[config.mk]
export PLATFORM = sky130hd
export DESIGN_NAME = uart_irq_ident
export DESIGN_NICKNAME = d
export VERILOG_FILES = /design/src/rtl/uart_irq_pkg.sv /design/src/rtl/uart_irq_timeout.sv /design/src/rtl/uart_irq_pend.sv /design/src/rtl/uart_irq_prio.sv /design/src/rtl/uart_irq_ident.sv
export SDC_FILE = /design/constraint.sdc
export NUM_CORES = 1
export LEC_CHECK = 0
export ABC_AREA = 0
export BUFFER_PORTS_ARGS = -buffer_cell sky130_fd_sc_hd__buf_4
export CELL_PAD_IN_SITES_DETAIL_PLACEMENT = 1
export CELL_PAD_IN_SITES_GLOBAL_PLACEMENT = 1
export CORE_AREA = 2 2 68 70
export CTS_CLUSTER_SIZE = 14
export DETAILED_ROUTE_END_ITERATION = 10
export DIE_AREA = 0 0 70 72
export GPL_ROUTABILITY_DRIVEN = 1
export PLACE_DENSITY_LB_ADDON = 0.1
export SYNTH_ARGS = -nofsm -noshare
export SYNTH_HDL_FRONTEND = slang
export SYNTH_SLANG_ARGS = --single-unit
[constraint.sdc]
create_clock -name clk -period 3.71 [get_ports clk]
set_input_delay 1.113 -clock clk [delete_from_list [all_inputs] [get_ports clk]]
set_output_delay 1.113 -clock clk [all_outputs]
set_load 0.02 [all_outputs]
[src/rtl/uart_irq_pkg.sv]
package uart_irq_pkg;

    typedef enum logic [3:0] {
        ID_MODEM   = 4'b0000,
        ID_NONE    = 4'b0001,
        ID_TXEMPTY = 4'b0010,
        ID_RXDATA  = 4'b0100,
        ID_LINE    = 4'b0110,
        ID_TIMEOUT = 4'b1100
    } irq_id_e;

    localparam int NSRC = 5;

    // MSB is the highest priority source
    typedef struct packed {
        logic line;
        logic rxdata;
        logic timeout;
        logic txempty;
        logic modem;
    } src_req_t;

    function automatic irq_id_e code_of(input int idx);
        case (idx)
            4:       return ID_LINE;
            3:       return ID_RXDATA;
            2:       return ID_TIMEOUT;
            1:       return ID_TXEMPTY;
            default: return ID_MODEM;
        endcase
    endfunction

    function automatic int trig_level(input logic [1:0] sel, input int depth);
        case (sel)
            2'd0:    return 1;
            2'd1:    return depth / 4;
            2'd2:    return depth / 2;
            default: return depth - 2;
        endcase
    endfunction

endpackage

[src/rtl/uart_irq_timeout.sv]
module uart_irq_timeout #(
    parameter int CT_W    = 12,
    parameter int TO_MULT = 4
) (
    input  logic            clk,
    input  logic            rst,
    input  logic            tick,
    input  logic            data_ready,
    input  logic            rx_read,
    input  logic [CT_W-1:0] char_time,
    output logic            expired
);
    localparam int TO_W = CT_W + $clog2(TO_MULT) + 1;

    logic [TO_W-1:0] cnt_q;
    logic [TO_W-1:0] thresh;

    assign thresh  = TO_W'(char_time) * TO_W'(TO_MULT);
    assign expired = (cnt_q >= thresh);

    always_ff @(posedge clk) begin
        if (rst)
            cnt_q <= '0;
        else if (rx_read)
            cnt_q <= '0;
        else if (tick && data_ready && (cnt_q != {TO_W{1'b1}}))
            cnt_q <= cnt_q + 1'b1;
    end

    AST_TO_CLEAR: assert property (@(posedge clk) disable iff (rst)
        rx_read |=> (cnt_q == '0));
    AST_TO_IDLE: assert property (@(posedge clk) disable iff (rst)
        (!rx_read && !(tick && data_ready)) |=> $stable(cnt_q));

endmodule

[src/rtl/uart_irq_pend.sv]
module uart_irq_pend (
    input  logic clk,
    input  logic rst,
    input  logic tx_load,
    input  logic ack,
    output logic pend
);
    always_ff @(posedge clk) begin
        if (rst)
            pend <= 1'b0;
        else if (tx_load)
            pend <= 1'b1;
        else if (ack)
            pend <= 1'b0;
    end

    AST_PEND_SET: assert property (@(posedge clk) disable iff (rst)
        tx_load |=> pend);
    AST_PEND_KEEP: assert property (@(posedge clk) disable iff (rst)
        (!tx_load && !ack) |=> $stable(pend));

endmodule

[src/rtl/uart_irq_prio.sv]
module uart_irq_prio
    import uart_irq_pkg::*;
(
    input  src_req_t req,
    output irq_id_e  id
);
    logic [NSRC-1:0] req_v;
    logic [NSRC-1:0] grant;

    assign req_v = req;

    for (genvar i = 0; i < NSRC; i++) begin : g_grant
        if (i == NSRC - 1) begin : g_top
            assign grant[i] = req_v[i];
        end else begin : g_low
            assign grant[i] = req_v[i] & ~(|req_v[NSRC-1:i+1]);
        end
    end

    always_comb begin
        id = ID_NONE;
        for (int k = 0; k < NSRC; k++)
            if (grant[k]) id = code_of(k);
    end

endmodule

[src/rtl/uart_irq_ident.sv]
module uart_irq_ident
    import uart_irq_pkg::*;
#(
    parameter int DEPTH   = 16,
    parameter int CNT_W   = $clog2(DEPTH + 1),
    parameter int CT_W    = 12,
    parameter int TO_MULT = 4
) (
    input  logic             clk,
    input  logic             rst,
    input  logic [3:0]       ier,
    input  logic [4:0]       lsr,
    input  logic [CNT_W-1:0] rx_count,
    input  logic [1:0]       trig_sel,
    input  logic             tx_empty,
    input  logic             tx_load,
    input  logic [3:0]       modem_delta,
    input  logic [CT_W-1:0]  char_time,
    input  logic             tick,
    input  logic             rx_read,
    input  logic             iir_read,
    output logic [3:0]       irq_id,
    output logic             irq
);
    localparam int LVL_W = CNT_W + 1;

    src_req_t        req;
    irq_id_e         id;
    logic            to_expired;
    logic            pend;
    logic            ack;
    logic [LVL_W-1:0] level;

    assign level = LVL_W'(trig_level(trig_sel, DEPTH));

    uart_irq_timeout #(.CT_W(CT_W), .TO_MULT(TO_MULT)) u_timeout (
        .clk        (clk),
        .rst        (rst),
        .tick       (tick),
        .data_ready (lsr[0]),
        .rx_read    (rx_read),
        .char_time  (char_time),
        .expired    (to_expired)
    );

    assign ack = iir_read && (id == ID_TXEMPTY);

    uart_irq_pend u_pend (
        .clk     (clk),
        .rst     (rst),
        .tx_load (tx_load),
        .ack     (ack),
        .pend    (pend)
    );

    always_comb begin
        req.line    = ier[2] && (|lsr[4:1]);
        req.rxdata  = ier[0] && lsr[0] && (LVL_W'(rx_count) >= level);
        req.timeout = ier[0] && to_expired;
        req.txempty = ier[1] && tx_empty && pend;
        req.modem   = ier[3] && (|modem_delta);
    end

    uart_irq_prio u_prio (
        .req (req),
        .id  (id)
    );

    assign irq_id = id;
    assign irq    = (id != ID_NONE);

    AST_LINE_WINS: assert property (@(posedge clk) disable iff (rst)
        (ier[2] && |lsr[4:1]) |-> (irq_id == 4'b0110));
    AST_RXDATA_COND: assert property (@(posedge clk) disable iff (rst)
        (irq_id == 4'b0100) |-> (lsr[0] && ier[0]));
    AST_MODEM_LAST: assert property (@(posedge clk) disable iff (rst)
        (irq_id == 4'b0000) |-> (ier[3] && |modem_delta && !(ier[2] && |lsr[4:1])));
    AST_IRQ_LINE: assert property (@(posedge clk) disable iff (rst)
        irq |-> (irq_id != 4'b0001));

endmodule

==> After elaboration in Yosys (flattened, before gate mapping) <==
Index checks and enable logic that the tools add are counted.
{ "op_classes": {"add_sub_neg": 1, "n_eq_ne": 5, "n_reduce_logical": 18, "n_lt_le_gt_ge": 2, "bitwise": 8, "n_div": 0, "n_mux": 8, "n_shift": 0, "multipliers": 0} }
{ "op_table": {"columns": ["op", "count"], "rows": [
  ["$mux 4", 4],
  ["$add 15x1->15 const B", 1],
  ["$ge 15x14->1", 1],
  ["$ne 15x15->1 const B", 1],
  ["$pmux 4 s3", 1],
  ["$reduce_or 4->1", 3],
  ["$logic_and 1x1->1", 10],
  ["$ge 5x6->1", 1],
  ["$and 1x1->1", 4],
  ["$eq 4x2->1 const B", 1],
  ["$ne 4x1->1 const B", 1],
  ["$not 1->1", 4],
  ["$reduce_or 2->1", 2],
  ["$mux 1", 3],
  ["$reduce_or 3->1", 1],
  ["$eq 2x1->1 const B", 1],
  ["$eq 2x2->1 const B", 1],
  ["$logic_not 2->1", 1],
  ["$reduce_bool 2->1", 1]
]} }
{ "word_totals": {"ram_bits": 0, "out_inout_bits": 5, "regBits": 16, "rom_bits": 0, "latchBits": 0, "memories": 0} }

==> Depth between registers and ports, before layout <==
Gate-level depths: netlist of run 1.
{ "depth": {"ltp_word": 16, "mapped_depth": 8} }

==> Modules after synthesis <==
From an unflattened synthesis of run 1, not the netlist that was laid out.
{ "hier_totals": {"hier_cells": 170, "area_unflattened_um2": 1353.8} }
{ "modules_own_cells": {"columns": ["module", "seq_area_each_um2", "cells_per_inst", "instances", "area_per_inst_um2"], "rows": [
  ["uart_irq_timeout", 300.3, 140, 1, 1117.3],
  ["uart_irq_ident", 0.0, 21, 1, 157.7],
  ["uart_irq_prio", 0.0, 5, 1, 40.0],
  ["uart_irq_pend", 20.0, 4, 1, 38.8]
]} }

==> Least setup slack after synthesis of run 1 <==
OpenSTA, ideal clock, no wires.
{ "synth_path": {"path_kind": "input-to-output", "start": "in trig_sel[0]", "end": "out irq_id[1]", "setup_slack_ns": -0.151, "stages": 8, "arrival_time_ns": 2.748, "path_buffers": 0, "required_time_ns": 2.597, "path_cell_list": "nor2_1 > ha_1 > nor3b_1 > o21a_1 > o21ai_1 > nor4_2 > inv_2 > o21ai_1"} }
{ "synth_between": {"elab_chain_cells": 11, "word_cells_on_any_way": 17, "classes_between": "order compare (1); eq/ne (2); mux (5); bitwise (5); reduce/logical (4)"} }
{ "synth_rtl": {"columns": ["item", "line_no", "source"], "rows": [
  ["start, declared", "uart_irq_ident.sv:14", "input logic [1:0] trig_sel,"],
  ["$eq 2x2->1, or another cell as far along", "uart_irq_pkg.sv:34", "case (sel)"],
  ["$pmux 4 s3 *", "uart_irq_pkg.sv:34", null],
  ["$ge 5x6->1 *", "uart_irq_ident.sv:58", "req.rxdata = ier[0] && lsr[0] && (LVL_W'(rx_count) >= level);"],
  ["$logic_and 1x1->1 *", "uart_irq_ident.sv:58", null],
  ["$reduce_or 3->1", "uart_irq_prio.sv:16", "assign grant[i] = req_v[i] & ~(|req_v[NSRC-1:i+1]);"],
  ["$not 1->1", "uart_irq_prio.sv:16", null],
  ["$and 1x1->1", "uart_irq_prio.sv:16", null],
  ["$mux 4 (2 in series)", "uart_irq_prio.sv:23", "if (grant[k]) id = code_of(k);"],
  ["$mux 4 * (2 in series)", "uart_irq_prio.sv:23", null],
  ["end, declared", "uart_irq_ident.sv:22", "output logic [3:0] irq_id,"]
]} }
Mark *: on every way between the ends. The rest lies on a longest branch, timed or not.

==> Worst setup path after layout of run 1 <==
{ "layout_path": {"start": "in char_time[3]", "end": "out irq_id[0]"} }
{ "layout_between": {"elab_chain_cells": 10, "word_cells_on_any_way": 14, "classes_between": "order compare (1); mux (5); bitwise (5); reduce/logical (3)"} }
{ "layout_rtl": {"columns": ["item", "line_no", "source"], "rows": [
  ["start, declared", "uart_irq_ident.sv:18", "input logic [CT_W-1:0] char_time,"],
  ["$ge 15x14->1 *", "uart_irq_timeout.sv:19", "assign expired = (cnt_q >= thresh);"],
  ["$logic_and 1x1->1 *", "uart_irq_ident.sv:59", "req.timeout = ier[0] && to_expired;"],
  ["$reduce_or 4->1", "uart_irq_prio.sv:16", null],
  ["$not 1->1", "uart_irq_prio.sv:16", null],
  ["$and 1x1->1", "uart_irq_prio.sv:16", null],
  ["$mux 1", "uart_irq_prio.sv:23", null],
  ["$mux 4", "uart_irq_prio.sv:23", null],
  ["$mux 4 * (3 in series)", "uart_irq_prio.sv:23", null]
]} }
Marks and branches as above.

==> impl_results.rst, run 1 <==
.. list-table::
   :header-rows: 1

   * - Metric
     - Value
   * - Starting utilization of the core area
     - 0.320
   * - Number of nets in the layout
     - 271
   * - Largest net degree at the start of global routing
     - 17
   * - CTS tree
     - done
   * - Final critical-path share of the clock period
     - 1.02
   * - DRT Wirelength
     - 3960 um
   * - Slew Limit Fails
     - 0
   * - Via count of the first global-routing pass
     - 1522
   * - Row count
     - 24
   * - Number of distinct library cells after synthesis
     - 44
   * - Vias/cell
     - 5.15
   * - Number of buffers and inverters on the critical path
     - 3
   * - Avg Synthesized Cell Area
     - 8.32 um2
   * - Achievable clock frequency
     - 0.264 GHz
   * - Static Leak
     - 0.844 nW
   * - Root buffer selected by CTS
     - sky130_fd_sc_hd__clkbuf_8
   * - Worst setup margin
     - -0.0804 ns
   * - Worst-path cell chain
     - buf_6 -> inv_4 -> ha_4 -> nand3_4 -> or4_4 -> a31oi_4 -> nor4_4 -> and2_4 -> buf_6
   * - Final global-route overflow total
     - 0
   * - Number of buffers inserted by hold repair at cts
     - 0
   * - Die Y-Extent
     - 72 um
   * - Drt drc
     - 0
   * - Number of standard cells after synthesis
     - 164
   * - DR pass1 iterations
     - 4
   * - Area share of the leading cell type in the synthesized netlist
     - 0.235
   * - Chip Width
     - 70 um
   * - Startpoint types
     - input pin
   * - Primary FF master, synth
     - sky130_fd_sc_hd__dfxtp_1
   * - Class of the tightest hold or removal check
     - register to register
   * - Data required, critical path
     - 2.60 ns
   * - Critical path arrival
     - 2.68 ns
   * - Area enclosed by the die boundary
     - 5040 um2
   * - Routability Congestion
     - 0.875
   * - Clock transition at the register clock pins on the worst setup and hold paths after CTS
     - 0.07 ns
   * - Setup violations, final
     - 5
   * - Area of the placeable core
     - 4260 um2
   * - Antenna-violating nets left
     - 0
   * - Antenna violations before repair
     - 0
   * - Diode count
     - 0
   * - DRC violation total after the first TritonRoute iteration
     - 23
   * - Number of H-tree branching levels
     - 1
   * - Worst slack on hold paths
     - 0.534 ns
   * - Clock buffer count from CTS
     - 3
   * - Placed Cells incl. Taps
     - 256
   * - Clock latency of the later-clocked register in the worst-skew pair
     - 0.25 ns
   * - Fraction of final layout cells sized beyond drive strength 1
     - 0.455
   * - Clock sinks
     - 16
   * - Worst-path fanout max
     - 4
   * - Worst-case headroom to the max-slew limit
     - 0.727
   * - Proportion of synthesized chip area in sequential cells
     - 0.235
   * - Crit path capture type
     - output port
   * - Synth warn
     - 0
   * - Most numerous cell in the Yosys netlist
     - sky130_fd_sc_hd__nor2_1
   * - Boundary Pins
     - 44
   * - Highest ir drop seen on vdd
     - 0.221 mV
   * - Cell type with the largest total area after synthesis
     - sky130_fd_sc_hd__dfxtp_1
   * - Post-Layout Cell Count
     - 265
   * - Run status
     - complete, but fails checks
   * - Post-Route Skew
     - 0.00146 ns
   * - Average wire per standard cell
     - 14.9 um
   * - Crit path top cell by count
     - sky130_fd_sc_hd__buf_6
   * - Synthesized area
     - 1370 um2
   * - Port Buf Inserts
     - 43
   * - Gate family responsible for the most delay along the worst path
     - simple AND/OR/NAND/NOR gates
   * - Crit Path Category
     - input pin to output port
   * - Top cells by count, synth
     - sky130_fd_sc_hd__nor2_1 (20), sky130_fd_sc_hd__inv_1 (19), sky130_fd_sc_hd__ha_1 (18)
   * - Synth area leaders
     - sky130_fd_sc_hd__dfxtp_1 (23%), sky130_fd_sc_hd__ha_1 (16%), sky130_fd_sc_hd__xnor2_1 (6.4%)
   * - RSZ-0062 raised after global routing
     - yes
   * - Number of maximum-capacitance violations
     - 0
   * - Global-route wire length before repair
     - 6970 um
   * - Count of flip-flops with a built-in enable after synthesis
     - 0
   * - Gr usage total
     - 0.171
   * - Total power density per cell area
     - 213 nW/um2
   * - Slew of the pin with the lowest slew margin
     - 0.409 ns
   * - Placed wire-length estimate
     - 3090 um
   * - Vias after detailed routing
     - 1366
   * - Async set-or-reset flop fraction in the synthesized netlist
     - 0
   * - Synthesized netlist net count
     - 221
   * - Failing checks
     - setup timing
   * - Layout overhead on the synthesized area
     - 53.4%
   * - Highest-delay cell along the critical path
     - sky130_fd_sc_hd__or4_4
   * - Largest stage delay on the critical path
     - 0.54 ns
   * - Final critical delay including setup and external delays
     - 3.79 ns
   * - Final count of hold timing violations
     - 0
   * - Register bit count reported by yosys
     - 16
   * - Buffer depth of the longest clock path
     - 2
-- metrics by stage --
stage / util / worst slack [ns] / total power [mW] / instance area, um2 / setup TNS (ns)
detailed placement: 0.411 / -0.250 / 0.265 / 1750 / -0.951
CTS: 0.483 / -0.0904 / 0.449 / 2060 / -0.196
floorplan: - / -0.0494 / 0.216 / 1370 / -0.0592
global placement: 0.411 / -0.209 / 0.263 / 1750 / -0.768
global route: 0.491 / -0.153 / 0.471 / 2090 / -0.576
finish: 0.491 / -0.0804 / 0.447 / 2090 / -0.237
-- worst paths after layout --
path,start,endpoint,slack [ns],cells after the start
setup / recovery,char_time[3],irq_id[0],-0.08,9
hold / removal,u_pend.pend$_SDFFE_PP0P_,u_pend.pend$_SDFFE_PP0P_,0.53,2
setup reg to reg,u_timeout.cnt_q[2]$_SDFFE_PP0P_,u_pend.pend$_SDFFE_PP0P_,1.57,9
hold reg to reg,u_pend.pend$_SDFFE_PP0P_,u_pend.pend$_SDFFE_PP0P_,0.53,2
-- metal layers --
| layer | GRT usage | wire, um |
|---|---|---|
| met1 | 0.203 | 1740 |
| met2 | 0.323 | 2010 |
| met3 | 0.0389 | 195 |
| met4 | 0.0235 | 14 |
| met5 | 0 | 0 |
-- repair_timing --
action / CTS / global route
buffers inserted: 3 / 2
setup endpoints to repair: 5 / 5
pin swaps: 20 / 9
gates resized for setup: 39 / 6
-- power breakdown --
part / internal, mW / switching (mW)
clock: 0.0943 / 0.0666
combinational: 0.0641 / 0.0478
sequential: 0.173 / 0.000921
-- final cells by class --
class	count	area (um2)
Tap cell	52	65.1
Sequential cell	16	320
Timing Repair Buffer	51	424
Fill cell	495	2170
Multi-Input combinational cell	122	1140
Clock buffer	4	55.1
Inverter	20	85.1
-- logic make-up after synthesis --
logic type | Yosys count | share of synthesized area
AOI/OAI and AO/OA | 26 | 0.156
adders and majority gates | 18 | 0.165
xor gates and xnor gates | 10 | 0.0642
muxes | 2 | 0.0156
and+or+nand+nor | 66 | 0.289
DFF | 16 | 0.235
buffers and inverters | 26 | 0.0761
-- state kept, by name, summed over array words and instances (netlist names) --
signal / flops
u_timeout.cnt_q: 15
u_pend.pend: 1
-- worst register-to-register path, delay by kind of cell, from the launching register on --
family | cells | cell delay [ns]
simple gates | 3 | 0.68
fa+ha+maj | 1 | 0.27
flops | 1 | 0.40
buf+inv | 3 | 0.35
compound gates | 2 | 0.38
-- placed cells by master, fill, tap and decap left out, types with 2 or more instances in the layout --
| master | count |
|---|---|
| sky130_fd_sc_hd__buf_4 | 40 |
| sky130_fd_sc_hd__nor2_1 | 19 |
| sky130_fd_sc_hd__dfxtp_1 | 16 |
| sky130_fd_sc_hd__ha_4 | 12 |
| sky130_fd_sc_hd__inv_1 | 11 |
| sky130_fd_sc_hd__buf_6 | 11 |
| sky130_fd_sc_hd__xnor2_1 | 10 |
| sky130_fd_sc_hd__nand3_1 | 9 |
| sky130_fd_sc_hd__nand2_1 | 8 |
| sky130_fd_sc_hd__nor3_1 | 6 |
| sky130_fd_sc_hd__a21oi_1 | 6 |
| sky130_fd_sc_hd__ha_1 | 6 |
| sky130_fd_sc_hd__inv_2 | 5 |
| sky130_fd_sc_hd__inv_4 | 4 |
| sky130_fd_sc_hd__clkbuf_8 | 4 |
| sky130_fd_sc_hd__o21ai_2 | 2 |
| sky130_fd_sc_hd__a21o_1 | 2 |
| sky130_fd_sc_hd__or2_2 | 2 |
| sky130_fd_sc_hd__and2_1 | 2 |
| sky130_fd_sc_hd__nand4_1 | 2 |
| sky130_fd_sc_hd__a31oi_1 | 2 |
| sky130_fd_sc_hd__and3_1 | 2 |
| sky130_fd_sc_hd__a211oi_1 | 2 |
No activity file was read; power rests on OpenSTA's default activity.
==> inputs of run 2 (changes only) <==
--- a/config.mk
+++ b/config.mk
@@ -9,10 +9,10 @@
 export BUFFER_PORTS_ARGS = -buffer_cell sky130_fd_sc_hd__buf_4
 export CELL_PAD_IN_SITES_DETAIL_PLACEMENT = 1
 export CELL_PAD_IN_SITES_GLOBAL_PLACEMENT = 1
-export CORE_AREA = 2 2 68 70
+export CORE_AREA = 2 2 87 55
 export CTS_CLUSTER_SIZE = 14
 export DETAILED_ROUTE_END_ITERATION = 10
-export DIE_AREA = 0 0 70 72
+export DIE_AREA = 0 0 89 57
 export GPL_ROUTABILITY_DRIVEN = 1
 export PLACE_DENSITY_LB_ADDON = 0.1
 export SYNTH_ARGS = -nofsm -noshare
==> run 2 against run 1 <==
Effect of this change: the run still ends with setup timing left; highest routed layer unchanged; worst setup slack worse by 0.027 ns; clock power down 13%; global-route usage up 1.4 points; non-clock buffer count unchanged; power down 2.5%; sequential power about the same; die area up 0.65%; critical path depth unchanged.
==> impl_results.rst, run 2 (synthesized netlist as in run 1, its figures left out) <==
.. list-table::
   :header-rows: 1

   * - Metric
     - Value
   * - Diode count
     - 0 (unchanged)
   * - Worst-path fanout max
     - 4 (unchanged)
   * - Clock sinks
     - 16 (unchanged)
   * - Number of nets in the layout
     - 271 (unchanged)
   * - Startpoint types
     - input pin (unchanged)
   * - Largest net degree at the start of global routing
     - 17 (unchanged)
   * - Clock transition at the register clock pins on the worst setup and hold paths after CTS
     - 0.07 ns (about the same)
   * - Vias/cell
     - 5.02 (was 5.15)
   * - Crit path capture type
     - output port (unchanged)
   * - Via count of the first global-routing pass
     - 1395 (was 1522)
   * - DRT Wirelength
     - 4510 um (was 3960 um)
   * - Commonest cells after routing, fill and taps aside
     - sky130_fd_sc_hd__buf_4 (38), sky130_fd_sc_hd__nor2_1 (18), sky130_fd_sc_hd__dfxtp_1 (16), sky130_fd_sc_hd__ha_4 (13) (was sky130_fd_sc_hd__buf_4 (40), sky130_fd_sc_hd__nor2_1 (19), sky130_fd_sc_hd__dfxtp_1 (16), sky130_fd_sc_hd__ha_4 (12))
   * - Area enclosed by the die boundary
     - 5070 um2 (was 5040 um2)
   * - Fraction of final layout cells sized beyond drive strength 1
     - 0.476 (was 0.455)
   * - Row count
     - 19 (was 24)
   * - Routability Congestion
     - 0.724 (was 0.875)
   * - Achievable clock frequency
     - 0.262 GHz (was 0.264 GHz)
   * - Post-Place Worst Slack
     - -0.316 ns (was -0.250 ns)
   * - Antenna-violating nets left
     - 0 (unchanged)
   * - Register with the most flip-flops
     - u_timeout.cnt_q (unchanged)
   * - Root buffer selected by CTS
     - sky130_fd_sc_hd__clkbuf_8 (unchanged)
   * - Final critical delay including setup and external delays
     - 3.82 ns (was 3.79 ns)
   * - Starting utilization of the core area
     - 0.312 (was 0.320)
   * - Final global-route overflow total
     - 0 (unchanged)
   * - Clock buffer count from CTS
     - 3 (unchanged)
   * - Final critical-path share of the clock period
     - 1.03 (was 1.02)
   * - Worst-case headroom to the max-slew limit
     - 0.311 (was 0.727)
   * - Area of the placeable core
     - 4370 um2 (was 4260 um2)
   * - Overall Power
     - 435 uW (was 447 uW)
   * - Final count of hold timing violations
     - 0 (unchanged)
   * - Buffer depth of the longest clock path
     - 2 (unchanged)
   * - Slew of the pin with the lowest slew margin
     - 1.03 ns (was 0.409 ns)
   * - Global-route wire length before repair
     - 7040 um (was 6970 um)
   * - Port Buf Inserts
     - 43 (unchanged)
   * - Worst setup margin
     - -0.107 ns (was -0.0804 ns)
   * - Average wire per standard cell
     - 16.4 um (was 14.9 um)
   * - Placed wire-length estimate
     - 3330 um (was 3090 um)
   * - Largest regs
     - u_timeout.cnt_q (15), u_pend.pend (1) (unchanged)
   * - Vias after detailed routing
     - 1381 (was 1366)
   * - Setup violations, final
     - 5 (unchanged)
   * - Class of the tightest hold or removal check
     - register to register (unchanged)
   * - Area of the multi-input gates
     - 1200 um2 (was 1140 um2)
   * - Number of maximum-capacitance violations
     - 0 (unchanged)
   * - Total power density per cell area
     - 201 nW/um2 (was 213 nW/um2)
   * - Antenna violations before repair
     - 0 (unchanged)
   * - Drt drc
     - 0 (unchanged)
   * - Number of H-tree branching levels
     - 1 (unchanged)
   * - Crit Path Category
     - input pin to output port (unchanged)
   * - Post-Layout Cell Count
     - 275 (was 265)
   * - Boundary Pins
     - 44 (unchanged)
   * - Most frequent standard cell in the layout excluding fill and tap cells
     - sky130_fd_sc_hd__buf_4 (unchanged)
   * - Failing checks
     - setup timing (unchanged)
   * - DRC violation total after the first TritonRoute iteration
     - 27 (was 23)
   * - Data required, critical path
     - 2.60 ns (about the same)
   * - Flip-flop count of the largest register after layout
     - 15 (unchanged)
   * - Sequential cell area
     - 320 um2 (unchanged)
   * - Number of buffers inserted by hold repair at cts
     - 0 (unchanged)
   * - Slew Limit Fails
     - 0 (unchanged)
   * - Gr usage total
     - 0.185 (was 0.171)
   * - CTS tree
     - done (unchanged)
   * - Layout overhead on the synthesized area
     - 58.5% (was 53.4%)
   * - Highest ir drop seen on vdd
     - 0.0794 mV (was 0.221 mV)
   * - Post-Route Skew
     - 0.00899 ns (was 0.00146 ns)
   * - Critical path arrival
     - 2.70 ns (was 2.68 ns)
   * - DR pass1 iterations
     - 4 (unchanged)
   * - Static Leak
     - 0.855 nW (was 0.844 nW)
   * - Placed Cells incl. Taps
     - 269 (was 256)
   * - RSZ-0062 raised after global routing
     - yes (unchanged)
   * - Chip Width
     - 89 um (was 70 um)
   * - Worst slack on hold paths
     - 0.551 ns (was 0.534 ns)
   * - Fillers
     - 517 (was 495)
   * - Run status
     - complete, but fails checks (unchanged)
   * - Clock latency of the later-clocked register in the worst-skew pair
     - 0.26 ns (was 0.25 ns)
   * - Die Y-Extent
     - 57 um (was 72 um)
run 2: changes by cell type in the layout (fill, tap and decap cells not counted), sizes merged:
cell,change
clkbuf,-1
run 2: timing repair:
| item | CTS | global route |
|---|---|---|
| gates resized for setup | 35 | 22 |
| buffers inserted | 3 | 1 |
| setup endpoints to repair | 5 | 5 |
| pin swaps | 18 | 13 |
run 2: path summary, 6_finish.rpt:
path                                   start                                to  slack [ns]  depth (start not counted)
min reg2reg         u_pend.pend$_SDFFE_PP0P_          u_pend.pend$_SDFFE_PP0P_        0.55                          2
min                 u_pend.pend$_SDFFE_PP0P_          u_pend.pend$_SDFFE_PP0P_        0.55                          2
max reg2reg  u_timeout.cnt_q[4]$_SDFFE_PP0P_  u_timeout.cnt_q[13]$_SDFFE_PP0P_        1.27                          5
max                             char_time[7]                         irq_id[0]       -0.11                          9
run 2: layout make-up:
cell class / instances / area share
clock buffers: 3 / 0.0191
inverters: 20 / 0.0382
multi-input cells: 122 / 0.555
flip-flops and latches: 16 / 0.148
well taps: 63 / 0.0364
repair buffers: 51 / 0.203
run 2: layer usage:
| layer | share of wire | vias up | GRT usage |
|---|---|---|---|
| met3 | 0.041 | 6 | 0.0405 |
| met5 | 0 | - | 0 |
| met2 | 0.49 | 27 | 0.301 |
| met1 | 0.46 | 678 | 0.249 |
| li1 | - | 670 | - |
| met4 | 0.014 | 0 | 0.0512 |
run 2: critical path, stage by stage:
cell and delay (ns):
sky130_fd_sc_hd__buf_6 0.07, sky130_fd_sc_hd__inv_2 0.03, sky130_fd_sc_hd__ha_4 0.27, sky130_fd_sc_hd__nand4_4 0.10, sky130_fd_sc_hd__or4_4 0.52, sky130_fd_sc_hd__a31oi_4 0.22
sky130_fd_sc_hd__nor4_4 0.07, sky130_fd_sc_hd__and2_4 0.18, sky130_fd_sc_hd__buf_6 0.12
run 2: where the power goes:
group	internal, mW	leakage (nW)	total, mW	switching (mW)
Sequential	0.173	0.129	0.174	0.000954
Combinational	0.0692	0.704	0.122	0.0526
Clock	0.0724	0.0216	0.140	0.0672
Total	0.315	0.855	0.435	0.121
run 2: stage by stage:
step	utilization	instance area [um2]	TNS (ns)
after floorplan	-	1370	-0.0592
after CTS	0.467	2040	-0.284
after detailed placement	0.407	1780	-1.20
after global placement	0.407	1780	-0.789
final	0.495	2160	-0.306
after global routing	0.495	2160	-0.579
